$ cat src/rtl/i2s_rx_pkg.sv
package i2s_rx_pkg;
  // Lane positions inside the synchronised input bundle.
  localparam int LANE_BCLK = 0;
  localparam int LANE_WS   = 1;
  localparam int LANE_SD   = 2;
  localparam int IN_LANES  = 3;

  // Channel selected by the word-select level.
  typedef enum logic {
    CH_LEFT  = 1'b0,
    CH_RIGHT = 1'b1
  } i2s_chan_e;
endpackage

$ cat src/rtl/i2s_rx_sync.sv
module i2s_rx_sync #(
  parameter int WIDTH  = 3,
  parameter int STAGES = 2
) (
  input  logic             clk,
  input  logic             rst,
  input  logic [WIDTH-1:0] async_in,
  output logic [WIDTH-1:0] sync_out
);
  logic [WIDTH-1:0] chain [STAGES];

  always_ff @(posedge clk) begin
    if (rst) begin
      for (int s = 0; s < STAGES; s++) chain[s] <= '0;
    end else begin
      chain[0] <= async_in;
      for (int s = 1; s < STAGES; s++) chain[s] <= chain[s-1];
    end
  end

  assign sync_out = chain[STAGES-1];
endmodule

$ cat src/rtl/i2s_rx_deser.sv
module i2s_rx_deser
  import i2s_rx_pkg::*;
#(
  parameter int SAMPLE_W = 20
) (
  input  logic                clk,
  input  logic                rst,
  input  logic                bclk_lvl,
  input  logic                ws_lvl,
  input  logic                sd_lvl,
  input  logic                pair_ready_i,
  output logic                pair_valid_o,
  output logic [SAMPLE_W-1:0] left_o,
  output logic [SAMPLE_W-1:0] right_o,
  output logic                overrun_o
);
  localparam int CW = $clog2(SAMPLE_W + 1);

  logic                bclk_q;
  logic                bit_stb;
  i2s_chan_e           chan_q;
  logic                started_q;
  logic                left_ok_q;
  logic [SAMPLE_W-1:0] shreg_q;
  logic [SAMPLE_W-1:0] left_hold_q;
  logic [CW-1:0]       bit_cnt_q;
  logic [CW-1:0]       bit_idx;
  logic [SAMPLE_W-1:0] ins_word;
  logic                ws_change;
  logic                frame_done;

  assign bit_stb   = bclk_lvl & ~bclk_q;
  assign ws_change = bit_stb && (i2s_chan_e'(ws_lvl) != chan_q);
  assign bit_idx   = CW'(SAMPLE_W - 1) - bit_cnt_q;

  // Place the incoming bit at the next free MSB-side slot; bits past the
  // sample width fall away, unfilled slots stay zero.
  always_comb begin
    ins_word = shreg_q;
    if (bit_cnt_q < CW'(SAMPLE_W)) ins_word[bit_idx] = sd_lvl;
  end

  assign frame_done = ws_change && (chan_q == CH_RIGHT) && started_q && left_ok_q;

  always_ff @(posedge clk) begin
    if (rst) begin
      bclk_q      <= 1'b0;
      chan_q      <= CH_LEFT;
      started_q   <= 1'b0;
      left_ok_q   <= 1'b0;
      shreg_q     <= '0;
      left_hold_q <= '0;
      bit_cnt_q   <= '0;
    end else begin
      bclk_q <= bclk_lvl;
      if (ws_change) begin
        if (chan_q == CH_LEFT) begin
          left_hold_q <= ins_word;
          left_ok_q   <= started_q;
        end else begin
          left_ok_q   <= 1'b0;
        end
        started_q <= 1'b1;
        chan_q    <= i2s_chan_e'(ws_lvl);
        shreg_q   <= '0;
        bit_cnt_q <= '0;
      end else if (bit_stb) begin
        shreg_q <= ins_word;
        if (bit_cnt_q < CW'(SAMPLE_W)) bit_cnt_q <= bit_cnt_q + 1'b1;
      end
    end
  end

  always_ff @(posedge clk) begin
    if (rst) begin
      pair_valid_o <= 1'b0;
      left_o       <= '0;
      right_o      <= '0;
      overrun_o    <= 1'b0;
    end else begin
      if (frame_done) begin
        if (!pair_valid_o || pair_ready_i) begin
          pair_valid_o <= 1'b1;
          left_o       <= left_hold_q;
          right_o      <= ins_word;
        end else begin
          overrun_o <= 1'b1;
        end
      end else if (pair_valid_o && pair_ready_i) begin
        pair_valid_o <= 1'b0;
      end
    end
  end

  assert_hold_R6: assert property (@(posedge clk) disable iff (rst)
    (pair_valid_o && !pair_ready_i) |=>
      (pair_valid_o && $stable(left_o) && $stable(right_o)));

  assert_overrun_set_R7: assert property (@(posedge clk) disable iff (rst)
    (frame_done && pair_valid_o && !pair_ready_i) |=> overrun_o);

  assert_overrun_sticky_R7: assert property (@(posedge clk) disable iff (rst)
    overrun_o |=> overrun_o);
endmodule

$ cat src/rtl/i2s_rx_ratemeter.sv
module i2s_rx_ratemeter #(
  parameter int WINDOW_CYCLES = 1666667,
  parameter int RATE_W        = 13
) (
  input  logic              clk,
  input  logic              rst,
  input  logic              ws_lvl,
  output logic [RATE_W-1:0] rate_o
);
  localparam int WIN_W = (WINDOW_CYCLES > 1) ? $clog2(WINDOW_CYCLES) : 1;
  localparam logic [RATE_W-1:0] CNT_MAX = '1;

  logic              ws_q;
  logic              frame_stb;
  logic [WIN_W-1:0]  win_cnt_q;
  logic              win_end;
  logic [RATE_W-1:0] frame_cnt_q;
  logic [RATE_W-1:0] frame_next;

  assign frame_stb  = ws_lvl & ~ws_q;
  assign win_end    = (win_cnt_q == WIN_W'(WINDOW_CYCLES - 1));
  assign frame_next = (frame_stb && frame_cnt_q != CNT_MAX) ? frame_cnt_q + 1'b1 : frame_cnt_q;

  always_ff @(posedge clk) begin
    if (rst) begin
      ws_q        <= 1'b0;
      win_cnt_q   <= '0;
      frame_cnt_q <= '0;
      rate_o      <= '0;
    end else begin
      ws_q <= ws_lvl;
      if (win_end) begin
        win_cnt_q   <= '0;
        rate_o      <= frame_next;
        frame_cnt_q <= '0;
      end else begin
        win_cnt_q   <= win_cnt_q + 1'b1;
        frame_cnt_q <= frame_next;
      end
    end
  end

  assert_rate_hold_R8: assert property (@(posedge clk) disable iff (rst)
    !win_end |=> $stable(rate_o));

  assert_rate_zero_R10: assert property (@(posedge clk) disable iff (rst)
    (win_end && frame_cnt_q == '0 && !frame_stb) |=> (rate_o == '0));
endmodule

$ cat src/rtl/i2s_rx_meter.sv
module i2s_rx_meter
  import i2s_rx_pkg::*;
#(
  parameter int SAMPLE_W      = 20,
  parameter int RATE_W        = 13,
  parameter int WINDOW_CYCLES = 1666667,
  parameter int SYNC_STAGES   = 2
) (
  input  logic                clk,
  input  logic                rst,
  input  logic                bclk_in,
  input  logic                lrclk_in,
  input  logic                sdata_in,
  output logic                pair_valid,
  input  logic                pair_ready,
  output logic [SAMPLE_W-1:0] left_sample,
  output logic [SAMPLE_W-1:0] right_sample,
  output logic                overrun,
  output logic [RATE_W-1:0]   rate_count
);
  logic [IN_LANES-1:0] raw_in;
  logic [IN_LANES-1:0] lane_sync;

  always_comb begin
    raw_in            = '0;
    raw_in[LANE_BCLK] = bclk_in;
    raw_in[LANE_WS]   = lrclk_in;
    raw_in[LANE_SD]   = sdata_in;
  end

  i2s_rx_sync #(.WIDTH(IN_LANES), .STAGES(SYNC_STAGES)) u_sync (
    .clk      (clk),
    .rst      (rst),
    .async_in (raw_in),
    .sync_out (lane_sync)
  );

  i2s_rx_deser #(.SAMPLE_W(SAMPLE_W)) u_deser (
    .clk          (clk),
    .rst          (rst),
    .bclk_lvl     (lane_sync[LANE_BCLK]),
    .ws_lvl       (lane_sync[LANE_WS]),
    .sd_lvl       (lane_sync[LANE_SD]),
    .pair_ready_i (pair_ready),
    .pair_valid_o (pair_valid),
    .left_o       (left_sample),
    .right_o      (right_sample),
    .overrun_o    (overrun)
  );

  i2s_rx_ratemeter #(.WINDOW_CYCLES(WINDOW_CYCLES), .RATE_W(RATE_W)) u_rate (
    .clk    (clk),
    .rst    (rst),
    .ws_lvl (lane_sync[LANE_WS]),
    .rate_o (rate_count)
  );
endmodule

$ cat config.mk
export PLATFORM = sky130hd
export DESIGN_NAME = i2s_rx_meter
export DESIGN_NICKNAME = d
export VERILOG_FILES = /design/src/rtl/i2s_rx_pkg.sv /design/src/rtl/i2s_rx_sync.sv /design/src/rtl/i2s_rx_deser.sv /design/src/rtl/i2s_rx_ratemeter.sv /design/src/rtl/i2s_rx_meter.sv
export SDC_FILE = /design/constraint.sdc
export NUM_CORES = 1
export LEC_CHECK = 0
export CAP_MARGIN = 10
export CORE_MARGIN = 2
export CORE_UTILIZATION = 56
export DETAILED_ROUTE_END_ITERATION = 10
export HOLD_SLACK_MARGIN = 0.15
export PLACE_DENSITY = 0.79
export SETUP_SLACK_MARGIN = 0.02
export SLEW_MARGIN = 20
export SYNTH_ARGS = -nofsm -noshare
export SYNTH_HDL_FRONTEND = slang
export SYNTH_SLANG_ARGS = --single-unit
$ cat constraint.sdc
create_clock -name clk -period 2.25 [get_ports clk]
set_input_delay 0.45 -clock clk [delete_from_list [all_inputs] [get_ports clk]]
set_output_delay 0.45 -clock clk [all_outputs]
set_load 0.01 [all_outputs]
# Word-level counts from Yosys, hierarchy flattened
# Memories as Yosys holds them, arrays and structs flattened.
# Cells that the tools add are included.
[word_totals]
memories = 1
input_bits = 6
output_inout_bits = 55
register_bits = 139
ramBits = 6
[classes]
reduce_logical = 17
eq_ne = 4
order_cmp = 3
addsub = 4
n_bitwise = 8
muxes = 14
[memory_table]
columns = ["memory", "depth", "width", "rd", "rd_ports_with_merged_regs", "wr", "line", "rtl"]
rows = [
  ["u_sync.chain", 2, 3, 2, 0, 2, "i2s_rx_sync.sv:10", "logic [WIDTH-1:0] chain [STAGES];"],
]
[op_table]
columns = ["operator", "count"]
rows = [
  ["$add 21x1->21 const B", 1],
  ["$eq 21x21->1 const B", 1],
  ["$bwmux 20", 1],
  ["$mux 20", 1],
  ["$add 13x1->13 const B", 1],
  ["$mux 13", 1],
  ["$ne 13x13->1 const B", 1],
  ["$reduce_and 2->1", 5],
  ["$mux 1", 8],
  ["$logic_and 1x1->1", 7],
  ["$lt 5x6->1 const B", 1],
  ["$mux 3", 2],
  ["$add 5x1->5 const B", 1],
  ["$demux 1 s5", 1],
  ["$ge 5x1->1 const B", 1],
  ["$lt 5x5->1 const B", 1],
  ["$sub 5x5->5 const A", 1],
  ["$not 1->1", 4],
  ["$reduce_or 2->1", 2],
  ["$and 1x1->1", 2],
  ["$ne 2x2->1 const B", 1],
  ["$or 1x1->1", 2],
  ["$reduce_bool 2->1", 1],
  ["$logic_not 1->1", 1],
  ["2 further kinds", 2],
]

# Logic depth before layout (Yosys ltp)
# Gate-level depths: netlist of run 1.
[logic_depth]
word_depth = 8
ltp_mapped = 10

# By module
# A second synthesis of run 1 with hierarchy kept.
[unflattened]
cells_unflattened = 682
area_unflattened_um2 = 6012.0
[modules_own_cells]
columns = ["module", "seq_area_each_um2", "n_inst", "area_each_um2", "cells_each"]
rows = [
  ["i2s_rx_deser", 1821.7, 1, 3764.9, 433],
  ["i2s_rx_ratemeter", 960.9, 1, 2067.0, 234],
  ["i2s_rx_sync", 120.1, 1, 180.2, 15],
]

# Worst setup path before layout of run 1
# No wires, ideal clock.
[synth_timing]
path_kind = "flip-flop to flip-flop"
from = "register u_rate.win_cnt_q[0]"
to = "register u_rate.rate_o[2]"
slack_ns = 0.232
n_path_buf = 2
arrival_ns = 1.934
required_time_ns = 2.166
stages_incl_launch_ff = 10
cell_sequence = "dfxtp_1 inv_1 ha_1 nor4b_2 nand4_1 or4_1 buf_2 or2_0 buf_2 o31ai_2"
[synth_via]
elab_chain_cells = 1
[synth_rtl]
columns = ["element", "line", "rtl"]
rows = [
  ["start, declared", "i2s_rx_ratemeter.sv:15", "logic [WIN_W-1:0] win_cnt_q;"],
  ["start signal, assigned", "i2s_rx_ratemeter.sv:37", "win_cnt_q <= win_cnt_q + 1'b1;"],
  ["$eq 21x21->1", "i2s_rx_ratemeter.sv:21", "assign win_end = (win_cnt_q == WIN_W'(WINDOW_CYCLES - 1));"],
  ["end signal, assigned", "i2s_rx_ratemeter.sv:34", "rate_o <= frame_next;"],
  ["end, declared", "i2s_rx_ratemeter.sv:8", "output logic [RATE_W-1:0] rate_o"],
]
# Every way passes these cells.
# A chain may end at the register's enable or synchronous reset.

# Final worst setup path of run 1
[layout_timing]
from = "register u_rate.win_cnt_q[0]"
to = "register u_rate.win_cnt_q[6]"
[layout_via]
elab_chain_cells = 2
word_cells_on_any_way = 3
[layout_rtl]
columns = ["element"]
rows = [
  ["parallel branches: the longest is 2 deep, another holds $add 21x1->21"],
]
# Several ways; the timed one is not identified.

==> flow_summary_export.csv, run 1 <==
group,metric,value,unit
global_routing,antenna_found_initial,0,
place,dp_hpwl,8500,um
synthesis,muxShareOfSynthArea,0.0384,
run,drv_cap,0,
synthesis,syn-cell-area,5740,um^2
clock_network,hold_buffers,0,
worst_setup_path,worstPathArrival,2.54,ns
synthesis,synthTopCellsByCount,"dfxtp_1, nor2_1, a211oi_1",
clock_network,clock-root-buffer,"clkbuf_8",
synthesis,synth_top_family_by_area,"simple AND/OR/NAND/NOR gates",
synthesis,synth-seq-cells,145,
synthesis,yosys.area.top_type,"dfxtp_1",
layout,stdcell_area,7140,um^2
detailed_routing,vias,4737,
layout,nNetsFinal,719,
detailed_routing,drc,0,
layout,antennaDiodeCount,0,
synthesis,synth_edf_count,0,
power,finalPower,5720,uW
timing,tightest_slew,0.648,ns
status,status,"finished, final reports clean",
clock_network,postCtsSetupRepairBufs,0,
worst_setup_path,crit_path_start_kind,"flip-flop",
power,leakage,0.00251,uW
place,place_ws,0.0789,ns
global_routing,grt_pass1_vias,4507,
die,fp.dieW,105,um
timing,final.period_utilization,0.942,
die,die-area,11100,um^2
die,pin_count,61,
synthesis,synth_compound_area_frac,0.129,
timing,fin_crit,2.12,ns
clock_network,clock_sinks,145,
timing,clock_skew,0.00912,ns
synthesis,yosys.area_share.simple,0.227,
power,powerDensity,801,nW/um^2
die,core,9860,um^2
synthesis,synth-xor-area-share,0.0443,
global_routing,grt_pass1_wl,21300,um
clock_network,clockBufferDepth,2,
timing,max_clock_freq,472,MHz
synthesis,yosysWarningCount,0,
clock_network,clk_pin_slew_worst_paths,0.06,ns
detailed_routing,ant_nets,0,
synthesis,postSynthCellCount,650,
worst_setup_path,worst-path-max-fanout,21,
layout,syn2layout_area_growth,24.4,%
die,initial_core_util,0.582,
die,fp.dieH,105,um
detailed_routing,drt_iter0_drc,283,
synthesis,synthAdderAreaFrac,0.0196,
timing,drv_slew,0,
clock_network,cts_tree,"yes",
global_routing,grt_max_degree,61,
synthesis,synth_flop_cell,"dfxtp_1",
synthesis,synth_fp_nets,665,
timing,setup_ws,0.130,ns
global_routing,grt-ovfl-total,0,
place,place_area,6510,um^2
worst_setup_path,cp.required,2.67,ns
place,routabilityCongestion,0.967,
detailed_routing,wl_per_cell,15.0,um
clock_network,cts_buffers,17,
detailed_routing,drtPass1Iterations,5,
die,rows,36,
clock_network,clk-insertion-delay-late,0.53,ns
synthesis,ys_seq_area_frac,0.506,
synthesis,synthTopCellsByArea,"dfxtp_1, a211oi_1, nor2_1, nand2_1, mux2i_1",
clock_network,cts-resized-gates,0,
synthesis,syn_area_per_cell,8.83,um^2
place,dp_cells,818,
layout,drive_above_1_share,0.0837,
synthesis,yosys.cell_count.top_type,"dfxtp_1",
detailed_routing,wl,12800,um
global_routing,grt_util_all_layers,0.238,
timing,rsz0062_at_grt,"false",
clock_network,h-tree-depth,4,
timing,final-setup-viol-count,0,
synthesis,synth.top_cell.area_share,0.506,
worst_setup_path,critPathKind,"reg -> reg",
timing,slew_headroom,0.568,
timing,setup_tns,0,ns
place,io_buffers,60,
power,ir_drop,701,uV
worst_setup_path,end_kind,"flip-flop",
synthesis,ys_async_sr_fraction,0,
layout,instances_no_fill,850,
synthesis,synth_cell_types,39,
worst_hold_path,hold_class,"in -> reg",
timing,hold_viol,0,
detailed_routing,viasPerCell,5.57,
==> state kept, by name, indices dropped and copies added, names as in the netlist <==
register and count:
u_rate.rate_o 13, u_rate.win_cnt_q 21, u_deser.pair_valid_o 1, u_deser.bclk_q 1, u_deser.bit_cnt_q 5, u_deser.left_ok_q 1
u_deser.started_q 1, u_rate.ws_q 1, u_deser.left_o 20, u_rate.frame_cnt_q 13, u_sync.chain 6, u_deser.overrun_o 1
u_deser.right_o 20, u_deser.left_hold_q 20, u_deser.chan_q 1, u_deser.shreg_q 20
==> path summary, 6_finish.rpt <==
| kind | startpoint | to | slack, ns | depth (start not counted) |
|---|---|---|---|---|
| hold reg to reg | u_sync.chain[0][1] | u_sync.chain[0][4] | 0.44 | 1 |
| setup / recovery | u_rate.win_cnt_q[0] | u_rate.win_cnt_q[6] | 0.13 | 8 |
| hold / removal | rst | u_sync.chain[0][4] | 0.32 | 2 |
| setup reg to reg | u_rate.win_cnt_q[0] | u_rate.win_cnt_q[6] | 0.13 | 8 |
==> layout by cell type, fill, tap and decap left out, types with 2 or more instances in the layout <==
master           count
dfxtp_1            145
nor2_1             123
a211oi_1            66
nand2_1             59
clkdlybuf4s50_1     59
nand3_1             28
a21oi_1             24
mux2i_1             22
buf_4               19
xor2_1              18
clkbuf_16           16
nand4_1             14
and3_1              11
nor2b_1             10
xnor2_1             10
o21ai_0              9
ha_1                 9
nand3b_1             8
inv_1                7
o21ai_1              6
nor4_1               5
nor3_1               4
bufinv_16            4
nand2b_1             3
and2_1               3
and4_1               3
clkinv_2             3
clkinvlp_4           3
clkbuf_8             2
clkinv_4             2
buf_12               2
==> kinds of logic after synthesis <==
family	count (synthesis)
and+or+nand+nor	281
DFF	145
AOI/OAI and AO/OA	111
buffers and inverters	53
xor gates and xnor gates	29
muxes	22
adders and majority gates	9
==> stage by stage <==
step | hold WS, ns | util
after floorplan | 0.414 | -
after CTS | 0.314 | 0.722
final | 0.324 | 0.723
after global placement | 0.426 | 0.660
after global routing | 0.331 | 0.723
after detailed placement | 0.427 | 0.660
==> power breakdown <==
group | leakage [uW] | internal, uW | switching, uW
clock | 0.000294 | 1830 | 1080
sequential | 0.00117 | 2600 | 28.2
combinational | 0.00104 | 65.3 | 111
total | 0.00251 | 4500 | 1220
==> critical path, cell delays in order, from the launching register on <==
cell and delay [ns]:
dfxtp_1 0.36, inv_1 0.08, ha_1 0.15, nor4b_2 0.20
nand4_1 0.16, or4_1 0.60, nand2b_1 0.13, buf_4 0.25
nor2_1 0.08
==> routing by layer <==
| metal | track usage | vias up | wire (um) |
|---|---|---|---|
| li1 | - | 2357 | - |
| met2 | 0.427 | 124 | 6860 |
| met4 | 0.0848 | 0 | 153 |
| met1 | 0.268 | 2239 | 5160 |
| met3 | 0.0693 | 17 | 611 |
| met5 | 0 | - | 0 |
==> final cells by class <==
class | count | area (um^2)
Clock inverter | 13 | 184
Multi-Input combinational cell | 452 | 2650
Inverter | 7 | 26.3
Timing Repair Buffer | 81 | 778
Fill cell | 754 | 2730
Sequential cell | 145 | 2900
Clock buffer | 19 | 432
Tap cell | 133 | 166
Power figures use the tool's default switching activity.
==> run 2, diff against run 1 <==
--- a/config.mk
+++ b/config.mk
@@ -9,6 +9,7 @@
 export CORE_MARGIN = 2
 export CORE_UTILIZATION = 56
 export DETAILED_ROUTE_END_ITERATION = 10
+export GPL_TIMING_DRIVEN = 0
 export HOLD_SLACK_MARGIN = 0.15
 export PLACE_DENSITY = 0.79
 export SETUP_SLACK_MARGIN = 0.02
==> run 2 against run 1 <==
  * Largest cell class unchanged
  * Die area did not move
  * Clock skew fell by 0.00094 ns
  * Register-to-register slack got worse by 0.09 ns
  * Sequential share of layout area fell by 0.46 points
  * Power fell by 1.1%
  * Cell area rose by 1.3%
  * Sequential power barely moved
==> flow_summary_export.csv, run 2 (synthesized netlist as in run 1, its figures left out) <==
group,metric,value,unit
layout,largest-register,"u_rate.win_cnt_q",
place,dp_hpwl,9650,um
layout,nNetsFinal,743,
layout,largest_reg_flops,21,
die,rows,36,
global_routing,grt_pass1_vias,4683,
die,fp.dieH,105,um
die,pin_count,61,
clock_network,clk_pin_slew_worst_paths,0.06,ns
power,p_clk_frac,0.500,
timing,clock_skew,0.00818,ns
detailed_routing,drc,0,
clock_network,clock-root-buffer,"clkbuf_8",
layout,final_common_cell,"dfxtp_1",
clock_network,cts_buffers,17,
die,initial_core_util,0.582,
timing,hold_viol,0,
die,die-area,11100,um^2
timing,slew_headroom,0.556,
global_routing,antenna_found_initial,0,
layout,final_cell_mix,"dfxtp_1, nor2_1, a211oi_1, nand2_1, clkdlybuf4s50_1",
timing,rsz0062_at_grt,"true",
clock_network,clock_sinks,145,
run,drv_cap,0,
detailed_routing,wl,13900,um
global_routing,grt_max_degree,17,
global_routing,grt_util_all_layers,0.256,
power,intPower,4380,uW
clock_network,h-tree-depth,4,
clock_network,clk-insertion-delay-late,0.52,ns
clock_network,clockBufferDepth,2,
layout,drive_above_1_share,0.0891,
worst_setup_path,worstPathArrival,2.65,ns
global_routing,grt_pass1_wl,22600,um
timing,tightest_slew,0.661,ns
detailed_routing,wl_per_cell,15.9,um
layout,syn2layout_area_growth,26.0,%
power,finalPower,5660,uW
place,routabilityCongestion,0.905,
detailed_routing,vias,4914,
timing,final-setup-viol-count,0,
clock_network,cts_tree,"yes",
worst_setup_path,cp.required,2.69,ns
worst_setup_path,crit_path_start_kind,"flip-flop",
power,seq_power_share,0.465,
layout,stdcell_area,7230,um^2
timing,final.period_utilization,0.981,
worst_setup_path,critPathKind,"reg -> reg",
timing,setup_tns,0,ns
status,status,"finished, final reports clean",
power,p_comb_frac,0.035,
worst_setup_path,end_kind,"flip-flop",
detailed_routing,drt_iter0_drc,277,
power,powerDensity,782,nW/um^2
place,io_buffers,59,
global_routing,grt-ovfl-total,0,
timing,fin_crit,2.21,ns
detailed_routing,viasPerCell,5.62,
worst_hold_path,hold_class,"reg -> reg",
power,power.switching,1280,uW
die,fp.dieW,105,um
detailed_routing,ant_nets,0,
layout,antennaDiodeCount,0,
place,place_ws,-0.179,ns
die,core,9860,um^2
place,place_area,6490,um^2
power,switching_share,0.226,
worst_setup_path,worst-path-max-fanout,9,
layout,fillerInstances,661,
detailed_routing,drtPass1Iterations,5,
timing,max_clock_freq,453,MHz
power,leakage,0.00249,uW
power,ir_drop,635,uV
timing,drv_slew,0,
timing,setup_ws,0.0431,ns
[run 2: repair_timing]
| action | CTS | global route |
|---|---|---|
| resized for setup | 18 | 22 |
| setup endpoints to repair | 66 | 98 |
| buffers inserted | 0 | 0 |
| hold buffers | 0 | 0 |
| pin swaps | 2 | 0 |
[run 2: per-stage QoR]
| step | util | hold WS (ns) | cells |
|---|---|---|---|
| detailed placement | 0.658 | 0.423 | 842 |
| floorplan | - | 0.414 | 650 |
| global placement | 0.658 | 0.417 | 842 |
| global route | 0.733 | 0.464 | 874 |
| CTS | 0.725 | 0.438 | 874 |
| finish | 0.733 | 0.435 | 874 |
[run 2: worst max-delay path, stage by stage, from the launching register on]
cell and delay [ns]:
dfxtp_2 0.34, or4b_4 0.54, or4_4 0.56, buf_6 0.16
or2_0 0.21, buf_6 0.15, o31ai_4 0.17
[run 2: metal layers]
metal | routed length (um) | vias to the layer above | track usage
met4 | 176 | 0 | 0.0705
li1 | - | 2408 | -
met3 | 764 | 16 | 0.0631
met5 | 0 | - | 0
met1 | 5850 | 2351 | 0.311
met2 | 7120 | 139 | 0.449
[run 2: final timing paths]
kind         cells after the start            endpoint  slack, ns            startpoint
max                              6    u_rate.rate_o[2]       0.04  u_rate.win_cnt_q[12]
min                              1  u_sync.chain[0][4]       0.43    u_sync.chain[0][1]
max reg2reg                      6    u_rate.rate_o[2]       0.04  u_rate.win_cnt_q[12]
min reg2reg                      1  u_sync.chain[0][4]       0.43    u_sync.chain[0][1]
[run 2: area by class of cell]
| type | instances | area, um^2 | share of cell area |
|---|---|---|---|
| Timing Repair Buffer | 59 | 591 | 0.0817 |
| Tap cell | 133 | 166 | 0.0230 |
| Clock inverter | 15 | 183 | 0.0253 |
| Buffer | 46 | 221 | 0.0306 |
| Inverter | 7 | 26.3 | 0.00363 |
| Clock buffer | 17 | 414 | 0.0573 |
| Multi-Input combinational cell | 452 | 2720 | 0.376 |
| Sequential cell | 145 | 2910 | 0.402 |
[run 2: power by group through the flow]
stage                     Clock, uW  Sequential, uW  Combinational [uW]
final                          2830            2630                 197
after global routing           2970            2630                 214
after CTS                      2860            2630                 191
after detailed placement          0            2680                 183
after global placement            0            2680                 177
after floorplan                   0            2680                 130
==> run 3, diff against run 2 <==
--- a/config.mk
+++ b/config.mk
@@ -8,8 +8,9 @@
 export CAP_MARGIN = 10
 export CORE_MARGIN = 2
 export CORE_UTILIZATION = 56
+export CTS_CLUSTER_DIAMETER = 50
 export DETAILED_ROUTE_END_ITERATION = 10
-export GPL_TIMING_DRIVEN = 0
+export GPL_TIMING_DRIVEN = 1
 export HOLD_SLACK_MARGIN = 0.15
 export PLACE_DENSITY = 0.79
 export SETUP_SLACK_MARGIN = 0.02
==> results of run 3 <==
No change in the layout: final DEF, timing and power equal those of run 1.
